`src/rtl/region_guard_pkg.sv`:
```
// Package: shared encodings and helpers for the region permission checker.
// Assumes eight masters, the lower four with full rights fields.
package region_guard_pkg;
    localparam int PRIV_MST  = 4;   // masters with user/supervisor fields
    localparam int PRIV_FLD  = 6;   // bits per privileged field
    localparam int PLAIN_MST = 4;   // masters with read/write bits only
    localparam int PLAIN_FLD = 2;
    localparam int PLAIN_OFS = PRIV_MST * PRIV_FLD;
    localparam int PERM_W    = PLAIN_OFS + PLAIN_MST * PLAIN_FLD;
    localparam int ALIGN_B   = 5;   // region granule is 2**ALIGN_B bytes
    localparam int MST_W     = 3;

    typedef enum logic [1:0] {
        KIND_RD = 2'd0,
        KIND_WR = 2'd1,
        KIND_EX = 2'd2
    } acc_kind_e;

    typedef enum logic [1:0] {
        CLS_NOHIT   = 2'd0,
        CLS_SINGLE  = 2'd1,
        CLS_OVERLAP = 2'd2
    } err_cls_e;

    // Map a supervisor code to {read, write, execute}; code 3 defers to user.
    function automatic logic [2:0] sup_rights(input logic [1:0] code,
                                              input logic [2:0] user);
        case (code)
            2'd0:    return 3'b111;
            2'd1:    return 3'b101;
            2'd2:    return 3'b110;
            default: return user;
        endcase
    endfunction
endpackage

```
`src/rtl/region_match.sv`:
```
// Module: one region descriptor evaluated against the current access.
// Produces a match flag and an allow flag (allow implies match).
// Assumes the rights word layout from region_guard_pkg.
module region_match
    import region_guard_pkg::*;
#(
    parameter int AW   = 32,
    parameter int PIDW = 8
) (
    input  logic              valid_i,
    input  logic [AW-1:0]     lo_i,
    input  logic [AW-1:0]     hi_i,
    input  logic [PERM_W-1:0] perm_i,
    input  logic [PIDW-1:0]   pid_i,
    input  logic [PIDW-1:0]   pmask_i,
    input  logic [AW-1:0]     addr_i,
    input  logic [MST_W-1:0]  mst_i,
    input  logic [1:0]        kind_i,
    input  logic              sup_i,
    input  logic [PIDW-1:0]   apid_i,
    output logic              hit_o,
    output logic              allow_o
);
    logic [AW-1:0]        lo_eff, hi_eff;
    logic [PRIV_FLD-1:0]  pf [PRIV_MST];
    logic [PLAIN_FLD-1:0] nf [PLAIN_MST];
    logic [PRIV_FLD-1:0]  fld;
    logic [PLAIN_FLD-1:0] rw;
    logic                 priv, pid_ok;
    logic [2:0]           eff;
    logic                 ok_priv, ok_plain;

    // Align bounds to the granule and split the rights word per master.
    always_comb begin
        lo_eff = {lo_i[AW-1:ALIGN_B], {ALIGN_B{1'b0}}};
        hi_eff = {hi_i[AW-1:ALIGN_B], {ALIGN_B{1'b1}}};
        for (int i = 0; i < PRIV_MST; i++)
            pf[i] = perm_i[i*PRIV_FLD +: PRIV_FLD];
        for (int i = 0; i < PLAIN_MST; i++)
            nf[i] = perm_i[PLAIN_OFS + i*PLAIN_FLD +: PLAIN_FLD];
    end

    // Select this master's field, then decide match and rights.
    always_comb begin
        priv   = ~mst_i[2];
        fld    = pf[mst_i[1:0]];
        rw     = nf[mst_i[1:0]];
        pid_ok = ~(priv & fld[5]) | (((apid_i ^ pid_i) & ~pmask_i) == '0);
        hit_o  = valid_i & (addr_i >= lo_eff) & (addr_i <= hi_eff) & pid_ok;
        eff    = sup_i ? sup_rights(fld[4:3], fld[2:0]) : fld[2:0];
        case (kind_i)
            KIND_RD: begin ok_priv = eff[2]; ok_plain = rw[0]; end
            KIND_WR: begin ok_priv = eff[1]; ok_plain = rw[1]; end
            KIND_EX: begin ok_priv = eff[0]; ok_plain = 1'b0;  end
            default: begin ok_priv = 1'b0;   ok_plain = 1'b0;  end
        endcase
        allow_o = hit_o & (priv ? ok_priv : ok_plain);
    end
endmodule

```
`src/rtl/fault_slot.sv`:
```
// Module: fault record for one slave port. Holds the first fault until
// a clear pulse; clear wins over a fault in the same cycle.
// Assumes evt_i is a single-cycle qualified refusal aimed at this port.
module fault_slot
    import region_guard_pkg::*;
#(
    parameter int AW = 32
) (
    input  logic             clk,
    input  logic             rst_n,
    input  logic             evt_i,
    input  logic             clr_i,
    input  logic [MST_W-1:0] mst_i,
    input  logic [AW-1:0]    addr_i,
    input  logic             wr_i,
    input  logic [1:0]       attr_i,
    input  logic [1:0]       cls_i,
    output logic             flag_o,
    output logic [MST_W-1:0] mst_o,
    output logic [AW-1:0]    addr_o,
    output logic             wr_o,
    output logic [1:0]       attr_o,
    output logic [1:0]       cls_o
);
    // Capture the first fault; clear on request.
    always_ff @(posedge clk) begin
        if (!rst_n) begin
            flag_o <= 1'b0;
            mst_o  <= '0;
            addr_o <= '0;
            wr_o   <= 1'b0;
            attr_o <= '0;
            cls_o  <= '0;
        end else if (clr_i) begin
            flag_o <= 1'b0;
        end else if (evt_i && !flag_o) begin
            flag_o <= 1'b1;
            mst_o  <= mst_i;
            addr_o <= addr_i;
            wr_o   <= wr_i;
            attr_o <= attr_i;
            cls_o  <= cls_i;
        end
    end


    hold_chk: assert property (@(posedge clk) disable iff (!rst_n)
        flag_o && !clr_i |=> flag_o && $stable(addr_o) && $stable(mst_o) && $stable(cls_o));

    clear_chk: assert property (@(posedge clk) disable iff (!rst_n)
        clr_i |=> !flag_o);

    capture_chk: assert property (@(posedge clk) disable iff (!rst_n)
        evt_i && !flag_o && !clr_i |=> flag_o && addr_o == $past(addr_i) && wr_o == $past(wr_i));

    cls_range_chk: assert property (@(posedge clk) disable iff (!rst_n)
        flag_o |-> cls_o != 2'd3);
endmodule

```
`src/rtl/region_guard.sv`:
```
// Module: top of the region permission checker. Evaluates all regions in
// parallel, merges their verdicts, classifies refusals and routes them to
// the per-port fault slots. Grant is combinational from the inputs.
// Assumes inputs are steady across the edge that ends an access.
module region_guard
    import region_guard_pkg::*;
#(
    parameter int NREG  = 4,
    parameter int AW    = 32,
    parameter int PIDW  = 8,
    parameter int NPORT = 5,
    localparam int PORTW = (NPORT > 1) ? $clog2(NPORT) : 1
) (
    input  logic                   clk,
    input  logic                   rst_n,
    input  logic                   glb_en,
    input  logic [NREG-1:0]        rgn_valid,
    input  logic [NREG*AW-1:0]     rgn_lo,
    input  logic [NREG*AW-1:0]     rgn_hi,
    input  logic [NREG*PERM_W-1:0] rgn_perm,
    input  logic [NREG*PIDW-1:0]   rgn_pid,
    input  logic [NREG*PIDW-1:0]   rgn_pmask,
    input  logic                   acc_vld,
    input  logic [AW-1:0]          acc_addr,
    input  logic [MST_W-1:0]       acc_mst,
    input  logic [1:0]             acc_kind,
    input  logic                   acc_sup,
    input  logic [PIDW-1:0]        acc_pid,
    input  logic [PORTW-1:0]       acc_port,
    output logic                   grant,
    input  logic [NPORT-1:0]       err_clr,
    output logic [NPORT-1:0]       err_flag,
    output logic [NPORT*MST_W-1:0] err_mst,
    output logic [NPORT*AW-1:0]    err_addr,
    output logic [NPORT-1:0]       err_wr,
    output logic [NPORT*2-1:0]     err_attr,
    output logic [NPORT*2-1:0]     err_cls
);
    logic [NREG-1:0] hit_v, allow_v;
    logic            permit, refuse, multi;
    logic [1:0]      cls, attr;

    for (genvar r = 0; r < NREG; r++) begin : g_rgn
        region_match #(.AW(AW), .PIDW(PIDW)) u_match (
            .valid_i (rgn_valid[r]),
            .lo_i    (rgn_lo[r*AW +: AW]),
            .hi_i    (rgn_hi[r*AW +: AW]),
            .perm_i  (rgn_perm[r*PERM_W +: PERM_W]),
            .pid_i   (rgn_pid[r*PIDW +: PIDW]),
            .pmask_i (rgn_pmask[r*PIDW +: PIDW]),
            .addr_i  (acc_addr),
            .mst_i   (acc_mst),
            .kind_i  (acc_kind),
            .sup_i   (acc_sup),
            .apid_i  (acc_pid),
            .hit_o   (hit_v[r]),
            .allow_o (allow_v[r])
        );
    end

    // Merge region verdicts, classify a refusal and form its attribute.
    always_comb begin
        permit = |allow_v;
        grant  = acc_vld & (~glb_en | permit);
        refuse = acc_vld & glb_en & ~permit;
        multi  = (hit_v & (hit_v - 1'b1)) != '0;
        if (hit_v == '0) cls = CLS_NOHIT;
        else if (multi)  cls = CLS_OVERLAP;
        else             cls = CLS_SINGLE;
        attr = {acc_sup, acc_kind != KIND_EX};
    end

    for (genvar p = 0; p < NPORT; p++) begin : g_port
        fault_slot #(.AW(AW)) u_slot (
            .clk    (clk),
            .rst_n  (rst_n),
            .evt_i  (refuse && (acc_port == PORTW'(p))),
            .clr_i  (err_clr[p]),
            .mst_i  (acc_mst),
            .addr_i (acc_addr),
            .wr_i   (acc_kind == KIND_WR),
            .attr_i (attr),
            .cls_i  (cls),
            .flag_o (err_flag[p]),
            .mst_o  (err_mst[p*MST_W +: MST_W]),
            .addr_o (err_addr[p*AW +: AW]),
            .wr_o   (err_wr[p]),
            .attr_o (err_attr[p*2 +: 2]),
            .cls_o  (err_cls[p*2 +: 2])
        );
    end


    nohit_refuse_chk: assert property (@(posedge clk) disable iff (!rst_n)
        acc_vld && glb_en && hit_v == '0 |-> !grant);

    off_quiet_chk: assert property (@(posedge clk) disable iff (!rst_n)
        !glb_en && err_flag == '0 |=> err_flag == '0);

    any_allow_chk: assert property (@(posedge clk) disable iff (!rst_n)
        acc_vld && allow_v != '0 |-> grant);
endmodule

```
`config.mk`:
```
export PLATFORM = sky130hd
export DESIGN_NAME = region_guard
export DESIGN_NICKNAME = d
export VERILOG_FILES = /design/src/rtl/region_guard_pkg.sv /design/src/rtl/region_match.sv /design/src/rtl/fault_slot.sv /design/src/rtl/region_guard.sv
export SDC_FILE = /design/constraint.sdc
export NUM_CORES = 1
export LEC_CHECK = 0
export BUFFER_PORTS_ARGS = -buffer_cell sky130_fd_sc_hd__buf_2
export CAP_MARGIN = 25
export CORE_AREA = 2 2 281 283
export DETAILED_ROUTE_END_ITERATION = 16
export DIE_AREA = 0 0 283 285
export PLACE_DENSITY = 0.5
export SETUP_SLACK_MARGIN = 0.05
export SKIP_CTS_REPAIR_TIMING = 1
export SYNTH_ARGS = -nofsm -noshare
export SYNTH_HDL_FRONTEND = slang
export SYNTH_SLANG_ARGS = --single-unit
```
`constraint.sdc`:
```
create_clock -name clk -period 3 [get_ports clk]
set_input_delay 0 -clock clk [delete_from_list [all_inputs] [get_ports clk]]
set_output_delay 0 -clock clk [all_outputs]
set_load 0.03 [all_outputs]
```
==> results.md <==
* Outcome: finished with violations
* Violated checks: hold timing
* Tot GR Track Use at 0.202
* Area fraction in and, or, nand and nor cells after synthesis at 0.143
* Routability-driven placement congestion ratio at approximately 0.9
* Yosys warnings at 0
* Final Skew at 0.0151 ns
* Initial cell density of the core at 0.195
* Max-cap violations at 0
* Met2 global-route usage at 0.358
* CTS sink count at 205
* Clock tree from TritonCTS: done
* Final hold slack at -0.0136 ns
* Die boundary width at 283 um
* Yosys top cell area share at 0.270
* Power density normalized to cell area at 349 nW/um2
* Antenna violations before repair at 18
* Startpoint-to-endpoint class of the critical path: in2out
* Clock tree buffer depth at 3
* Leading area contributor after synthesis: sky130_fd_sc_hd__dfxtp_1
* Area share of xor/xnor cells in the synthesized design at 0.0190
* First-pass GRT wire length at 121,000 um
* Worst-margin pin slew at 1.09 ns
* Number of DRC markers in iteration 0 at 1,174
* Largest cells by area after synthesis: sky130_fd_sc_hd__dfxtp_1 (27%), sky130_fd_sc_hd__ha_1 (18%), sky130_fd_sc_hd__a21oi_1 (9.0%)
* Clk Tree Root Cell: sky130_fd_sc_hd__clkbuf_16
* Synthesized netlist net count at approximately 2,600
* Total of fill cells in the finished design at 8,498
* Multiplexer share of the synthesized area at 0.0540
* Met1 routing resource usage after global routing at 0.256
* Routed vias at between 15,000 and 20,000
* Most instantiated cells after synthesis: sky130_fd_sc_hd__a21oi_1 (275), sky130_fd_sc_hd__inv_1 (225), sky130_fd_sc_hd__ha_1 (216)
* Layout overhead on the synthesized area at 50.7%
* Largest net degree at the start of global routing at between 100 and 150
* I/O Pins at a little over 700
* Worst Hold Class: in2reg
* Row count at 103
* Max FO, Critical Path at 7
* Capture point of the worst reg-to-reg path: g_port[0].u_slot.addr_o[1]
* Sequential cell area fraction in the yosys report at 0.270
* Compound-cell area share of the yosys netlist at 0.228
* Worst Path Required at 3.00 ns
* Max-slew headroom at the worst pin at 0.273
* Arrival time at the worst endpoint at 2.97 ns
* Clock transition at path regs at roughly 0.070 ns
* VDD IR max at 287 uV
* CTS HTree Levels at 1
* Tot Pwr at 0.00800 W
* Post-route DRC at 0
* Reg-to-Reg Start: g_port[0].u_slot.flag_o
* Count of TritonRoute iterations in the first routing pass at 5
* Fraction of layout cells with a size suffix above 1 at 0.396
* Half-perimeter wire length after detailed placement at 70,100 um
* Max frequency at 0.337 GHz
* Clock latency on the worst-skew pair at 0.52 ns
* Cts bufs inserted at 21
* Hold Path Sink: g_port[0].u_slot.addr_o[24]
* Die area at 80,700 um2
* Clock period minus worst slack at 2.97 ns
* Logic depth of the worst register-to-register path at 3
* Cells after Synth at 1,908
* Post-Synth Adder-Cell Area at 0.178
* Core region area at a little under 80,000 um2
* Worst Setup End Kind: output pin
* Total detailed-routing wirelength at around 86,000 um
* Placed standard-cell area at 21,200 um2
* Vias in the first global route at 17,685
* Area of the mapped netlist at 15,200 um2
* DIE HEIGHT at around 290 um
* Detail-routed via count per cell at between 4 and 5
* Register-to-register setup slack at 0.90 ns
* Final-layout setup total negative slack at 0 ns
* Final instance area at 22,900 um2
* Number of flops mapped to enable cells by yosys at 0
* Top FF cell, synth: sky130_fd_sc_hd__dfxtp_1
* DR WL/cell at 22.6 um
* Hold-critical path depth at 4
* Antenna-violating nets left at 0
* Met3 track demand over resource at 0.0338
* Remaining global-route overflow at 0
* Setup-failing EPs final at 0
* Number of distinct standard cells referenced by the synthesized netlist at 67
* IO buf count at 675
* Setup repair after global routing missed its margin: yes
* Average size of a mapped cell at about 8.0 um2
* Routing layer with the top usage in global route: met2
* Combinational family with the most area after synthesis: compound AO/OA/AOI/OAI gates
* Final Hold Viols at 13
* Most repeated cell in the gate-level netlist after synthesis: sky130_fd_sc_hd__a21oi_1
* Post-layout nets at roughly 3,500
* Final period util at 0.990
* Worst Setup Start Kind: input port
* Static leakage power at 11.0 nW
* Utilization after layout at 0.294
* HP Start: acc_addr[24]
* Number of max-slew violations in the final report at 0
* Total of flip-flops plus latches after synthesis at 205
* Asr flop ratio synth at 0
[cell families (layout without fill, tap and decap cells)]
logic type / count (synthesis) / after routing
AO/OA/AOI/OAI: 621 / 621
AND/OR/NAND/NOR: 424 / 424
buffers and inverters: 366 / 1213
adder cells (fa/ha/maj): 217 / 217
flip-flops: 205 / 205
multiplexers: 42 / 42
XOR/XNOR: 33 / 33
other: 0 / 8
[worst max-delay path by stage]
stage            startpoint                    endpoint  slack, ns  cells after the start
6_report         acc_mst[0]                       grant       0.03                     13
4_1_cts         acc_addr[9]                       grant      -0.38                     14
5_1_grt        acc_addr[22]                       grant      -0.02                     15
3_5_place_dp    acc_addr[9]   g_port[4].u_slot.cls_o[0]      -0.85                     14
3_3_place_gp    acc_addr[9]   g_port[4].u_slot.cls_o[0]      -0.79                     14
2_1_floorplan    rgn_hi[59]  g_port[0].u_slot.addr_o[3]       0.39                     13
[per-stage QoR]
step / setup slack [ns] / hold WS [ns] / instances
3_3_place_gp: -0.785 / 0.183 / 3733
6_report: 0.0313 / -0.0136 / 3813
3_5_place_dp: -0.849 / 0.183 / 3734
5_1_grt: -0.0249 / 0.0000528 / 3806
2_1_floorplan: 0.388 / 0.0793 / 1908
4_1_cts: -0.384 / -0.359 / 3768
[routing by layer]
metal	part of all wire	up-vias
met5	0.00069	-
met4	0.023	8
met3	0.059	98
met2	0.49	690
met1	0.42	8370
li1	-	8569
[cell usage in the layout, fill, tap and decap left out, types with 5 or more instances in the layout]
cell type                         n
sky130_fd_sc_hd__a21oi_1        273
sky130_fd_sc_hd__nor3_2           7
sky130_fd_sc_hd__o21ai_2         18
sky130_fd_sc_hd__a211oi_1        10
sky130_fd_sc_hd__nand2_1         65
sky130_fd_sc_hd__inv_1          224
sky130_fd_sc_hd__dlygate4sd3_1   19
sky130_fd_sc_hd__clkbuf_4         5
sky130_fd_sc_hd__a21o_1          22
sky130_fd_sc_hd__ha_4            18
sky130_fd_sc_hd__nand3_1        204
sky130_fd_sc_hd__nand4_1         36
sky130_fd_sc_hd__mux2i_1          9
sky130_fd_sc_hd__o211ai_1         7
sky130_fd_sc_hd__clkbuf_16       23
sky130_fd_sc_hd__ha_1           198
sky130_fd_sc_hd__diode_2          8
sky130_fd_sc_hd__nor3_1          18
sky130_fd_sc_hd__dfxtp_1        205
sky130_fd_sc_hd__mux4_2          32
sky130_fd_sc_hd__clkbuf_8         7
sky130_fd_sc_hd__buf_2          659
sky130_fd_sc_hd__a311oi_1         5
sky130_fd_sc_hd__nor4_1           8
sky130_fd_sc_hd__buf_4          233
sky130_fd_sc_hd__buf_6           10
sky130_fd_sc_hd__buf_12          24
sky130_fd_sc_hd__o21ai_1        171
sky130_fd_sc_hd__o21ai_0         33
sky130_fd_sc_hd__o22ai_1         18
sky130_fd_sc_hd__nor4_2           6
sky130_fd_sc_hd__o21a_1           7
sky130_fd_sc_hd__nor2_1          32
sky130_fd_sc_hd__nand2b_1        10
sky130_fd_sc_hd__xnor2_1         32
[where the power goes]
part	internal [W]	leakage (nW)	switching [W]
registers	0.00274	1.65	0.0000140
logic	0.00112	8.98	0.00140
clock network	0.00153	0.339	0.00119
total	0.00540	11.0	0.00261
[sequential cells by signal, summed over array words and instances (netlist names)]
register              cells
g_port.u_slot.addr_o    160
g_port.u_slot.attr_o     10
g_port.u_slot.cls_o      10
g_port.u_slot.flag_o      5
g_port.u_slot.mst_o      15
g_port.u_slot.wr_o        5
[worst max-delay path, cell delays in order]
cell,delay [ns]
sky130_fd_sc_hd__buf_4,0.12
sky130_fd_sc_hd__buf_12,0.11
sky130_fd_sc_hd__buf_12,0.11
sky130_fd_sc_hd__buf_4,0.17
sky130_fd_sc_hd__mux4_2,0.53
sky130_fd_sc_hd__mux2i_1,0.36
sky130_fd_sc_hd__o21ai_0,0.26
sky130_fd_sc_hd__buf_4,0.21
sky130_fd_sc_hd__nand4b_1,0.11
sky130_fd_sc_hd__or4b_4,0.54
sky130_fd_sc_hd__buf_12,0.17
sky130_fd_sc_hd__and2_4,0.13
sky130_fd_sc_hd__buf_6,0.13
[layout make-up]
class / count / area, um2 / area share
Sequential cell: 205 / 4100 / 0.179
Clock buffer: 28 / 622 / 0.0271
Antenna cell: 8 / 20.0 / 0.000873
Tap cell: 1050 / 1310 / 0.0573
Inverter: 225 / 850 / 0.0370
Timing Repair Buffer: 954 / 5950 / 0.259
Multi-Input combinational cell: 1337 / 10000 / 0.437
Clock inverter: 6 / 61.3 / 0.00267
(Power assumes the default switching activity.)
